**src/rtl/aneg_chk_pkg.sv**
```systemverilog
package aneg_chk_pkg;
  localparam int WORD_W       = 16;
  localparam int ACK_BIT      = 14;  // acknowledge in partner ability word
  localparam int CAPABLE_BIT  = 0;   // partner can negotiate, expansion word
  localparam int HIDDEN_BIT   = 12;  // completion flag, low-power status word
  localparam logic [WORD_W-1:0] EARLY_FAIL_WORD = 16'h0001;

  typedef enum logic [1:0] {
    ACT_NONE    = 2'd0,
    ACT_ACCEPT  = 2'd1,
    ACT_RESTART = 2'd2,
    ACT_GIVEUP  = 2'd3
  } action_e;
endpackage

```
**src/rtl/aneg_result_out.sv**
```systemverilog
module aneg_result_out
  import aneg_chk_pkg::*;
#(
  parameter int W = WORD_W
) (
  input  logic         clk,
  input  logic         rst_n,
  input  action_e      act_i,
  input  logic [W-1:0] lpa_i,
  output logic         restart_o,
  output logic         valid_o,
  output logic [W-1:0] ability_o,
  output logic         fail_o
);
  logic         restart_d, valid_d, fail_d, ability_en;
  logic [W-1:0] ability_q;
  logic         restart_q, valid_q, fail_q;

  always_comb begin
    restart_d  = (act_i == ACT_RESTART);
    valid_d    = (act_i == ACT_ACCEPT);
    fail_d     = fail_q | (act_i == ACT_GIVEUP);
    ability_en = (act_i == ACT_ACCEPT);
  end

  always_ff @(posedge clk or negedge rst_n) begin
    if (!rst_n) begin
      restart_q <= 1'b0;
      valid_q   <= 1'b0;
      fail_q    <= 1'b0;
    end else begin
      restart_q <= restart_d;
      valid_q   <= valid_d;
      fail_q    <= fail_d;
    end
  end

  always_ff @(posedge clk or negedge rst_n) begin
    if (!rst_n)
      ability_q <= '0;
    else if (ability_en)
      ability_q <= lpa_i;
  end

  assign restart_o = restart_q;
  assign valid_o   = valid_q;
  assign fail_o    = fail_q;
  assign ability_o = ability_q;
endmodule

```
**config.mk**
```make
export PLATFORM = sky130hd
export DESIGN_NAME = aneg_result_out
export DESIGN_NICKNAME = d
export VERILOG_FILES = /design/src/rtl/aneg_chk_pkg.sv /design/src/rtl/aneg_result_out.sv
export SDC_FILE = /design/constraint.sdc
export NUM_CORES = 1
export LEC_CHECK = 0
export ABC_AREA = 1
export ABC_CLOCK_PERIOD_IN_PS = 800
export BUFFER_PORTS_ARGS = -buffer_cell sky130_fd_sc_hd__buf_2
export CAP_MARGIN = 20
export CORE_UTILIZATION = 43
export CTS_CLUSTER_DIAMETER = 80
export DETAILED_ROUTE_END_ITERATION = 16
export GPL_TIMING_DRIVEN = 1
export PLACE_DENSITY = 0.76
export SETUP_SLACK_MARGIN = 0.05
export SLEW_MARGIN = 20
export SYNTH_ARGS = -nofsm -noshare
export SYNTH_HDL_FRONTEND = slang
export SYNTH_SLANG_ARGS = --single-unit
```
**constraint.sdc**
```tcl
create_clock -name clk -period 0.8 [get_ports clk]
set_clock_uncertainty 0.15 [all_clocks]
set_input_delay 0.04 -clock clk [delete_from_list [all_inputs] [get_ports clk]]
set_output_delay 0.04 -clock clk [all_outputs]
set_load 0.02 [all_outputs]
```
==> metrics.md <==
| Metric | Value |
|---|---|
| Critical path's top delay family | flip-flops |
| Largest net degree at the start of global routing | 20 |
| H-tree depth | 1 |
| DR vias/cell | 4.59 |
| Crit end category | output pin |
| Placer Congestion | 0.733 |
| Adder-Cell Fraction of Synth Area | 0% |
| Synth top cells by count | 30 x nand2_1, 19 x dfrtp_1, 16 x nand3_1 |
| Slew HR | 83.0% |
| #FFs+latches synth | 19 |
| Cts hold-fix bufs | 1 |
| Setup violators final | 23 |
| CTS clock-pin slew for the worst setup and hold paths | 0.10 ns |
| GRT Total Usage | 20.7% |
| CP cell instances | buf_6 |
| Chip width | 44.5 um |
| Detail Route Antenna Nets | 0 |
| Drt pass-1 iters | 4 |
| Layout area overhead | 59.1% |
| Main combinational cell family by area after synthesis | simple AND/OR/NAND/NOR gates |
| Crit Path Max Fanout | 2 |
| Grt ovf | 0 |
| IO Count | 39 |
| Min setup slack post-route | -0.246 ns |
| Clk root buf | clkbuf_4 |
| CTS max path bufs | 2 |
| Final period utilization | 131% |
| CTS tree | built |
| Slew @ Worst Pin | 0.255 ns |
| RSZ-0062 raised after global routing | true |
| Post-synthesis sequential area ratio | 61.2% |
| Main synth FF type | dfrtp_1 |
| Fin Hold WS | -0.171 ns |
| Synth warn | 0 |
| WP data required | 0.61 ns |
| Antenna diode count | 0 |
| CTS sink cnt | 19 |
| Initial antenna violation count | 0 |
| Pwr dens | 1880 nW/um^2 |
| Share of cells above drive strength 1 | 62.1% |
| Worst Path Buf+Inv | 1 |
| Max-cap viol count | 0 |
| CP max stage cell | dfrtp_2 |
| Vias in the first global route | 651 |
| Mapped Cells | 77 |
| Fraction of registers with async set/reset | 100% |
| Complex-gate fraction of the synthesized area | 0.966% |
| Setup Crit Path Kind | flop to output pin |
| Mapped cell area | 777 um^2 |
| Routed length per instance | 11.7 um |
| Post-synthesis xor/xnor area fraction | 0% |
| Area contributors post-synth | dfrtp_1 61%, nand2_1 14%, nand3_1 10%, buf_6 2.9%, nand2_8 2.6% |
| Detailed-route via count | 679 |
| Yosys cell types | 12 |
| Final Instance Area | 1240 um^2 |
| Post-Synth Simple-Gate Area | 29.5% |
| # DRC | 0 |
| Nets@finish | 145 |
| Fillers | 119 |
| Min-delay worst type | input pin to flop |
| Crit path DAT | 0.86 ns |
| First-pass GRT wire length | 2.88 mm |
| Dpl hpwl | 1.12 mm |
| Fin. max-slew vios | 0 |
| VDD IR-drop max | 0.00102 V |
| Post-synth EDFFs | 0 |
| Num CTS Buffers | 3 |
| Final hold violation count | 18 |
| Place WS | 0.0208 ns |
| Mux contribution to synthesized area | 0% |
| Area of the core | 1590 um^2 |
| Clk_lat worst skew | 0.29 ns |
| Post-DP Area | 1020 um^2 |
| Net Count, Synth | 97 |
| Die area | 1980 um^2 |
| DRT iter0 DRCs | 15 |
| CP peak stage delay | 0.43 ns |
| Startpoint Class | flop |
| Area leader, netlist | dfrtp_1 |
| Die Height | 44.5 um |
| Overall routed net length | 1.73 mm |
| Final Power | 2.32 mW |
| Port Buffers | 38 |
| Syn avg cell area | 10.1 um^2 |
| Yosys top cell area share | 61.2% |
| Outcome | finished, violations left |
| Fmax | 956 MHz |
| Most numerous cell in the Yosys netlist | nand2_1 |
| Starting density of the core | 48.7% |
| Tmin final | 1.05 ns |
| Failing checks | hold timing, setup timing |
| P_leak | 0.640 nW |
| Row cnt | 14 |
==> per-layer routing <==
metal	track usage [%]	share of wire, %
met4	9.09	0.75
met5	0	0
met2	31.2	49
met1	28.8	43
met3	4.49	6.6
==> cells by family (layout without fill, tap and decap cells) <==
logic type	count (synthesis)	after routing
buf+inv	7	54
simple gates	50	50
compound gates	1	1
flops	19	19
==> cell type report <==
class                   count  area, um^2  area share (%)
clock buffers               4        26.3            2.13
inverters                   3        13.8            1.11
multi-input cells          51         256            20.7
flip-flops and latches     19         495            40.1
well taps                  24        30.0            2.43
repair buffers             47         414            33.5
==> repair_timing <==
item	in CTS	in global routing
resized for setup	40	10
setup endpoints to repair	36	52
setup buffers	2	3
hold endpoints to repair	37	18
==> worst min-delay path, cell delays in order <==
cell     delay (ns)
buf_2          0.07
nand3_1        0.06
nand2_1        0.06
==> placed cells by master (no fill, tap or decap), drive strengths merged <==
| master | instances |
|---|---|
| buf | 45 |
| clkbuf | 5 |
| dfrtp | 19 |
| dlygate4sd3 | 1 |
| inv | 3 |
| nand2 | 33 |
| nand3 | 16 |
| nor2 | 1 |
| o21bai | 1 |
==> final timing paths <==
path / endpoint / depth (start not counted) / start / slack, ns
max in group asynchronous: ability_o[10] / 2 / rst_n / 0.25
hold reg to reg: ability_o[8] / 2 / ability_o[8] / 0.35
setup reg to reg: ability_o[4] / 4 / ability_o[4] / -0.20
hold / removal: ability_o[1] / 3 / lpa_i[1] / -0.17
min in group asynchronous: valid_o / 2 / rst_n / 0.02
setup / recovery: ability_o[3] / 1 / ability_o[3] / -0.25
==> sequential cells by signal, summed over array words and instances (netlist names) <==
signal,count
valid_o,1
ability_o,16
restart_o,1
fail_o,1
==> metrics by stage <==
stage	std cells	TNS [ns]	util (%)	hold WS [ns]
after floorplan	77	-0.0719	-	-0.406
after global placement	139	0	64.1	-0.158
after detailed placement	139	0	64.1	-0.156
after CTS	146	-4.63	75.2	-0.177
after global routing	148	-5.66	77.6	-0.178
final	148	-4.76	77.6	-0.171
==> report_power, final <==
group | internal (mW) | total [mW] | switching, mW
Sequential | 1.08 | 1.17 | 0.0858
Clock | 0.194 | 0.466 | 0.273
Combinational | 0.354 | 0.685 | 0.331
Total | 1.63 | 2.32 | 0.690
Power figures use the tool's default switching activity.
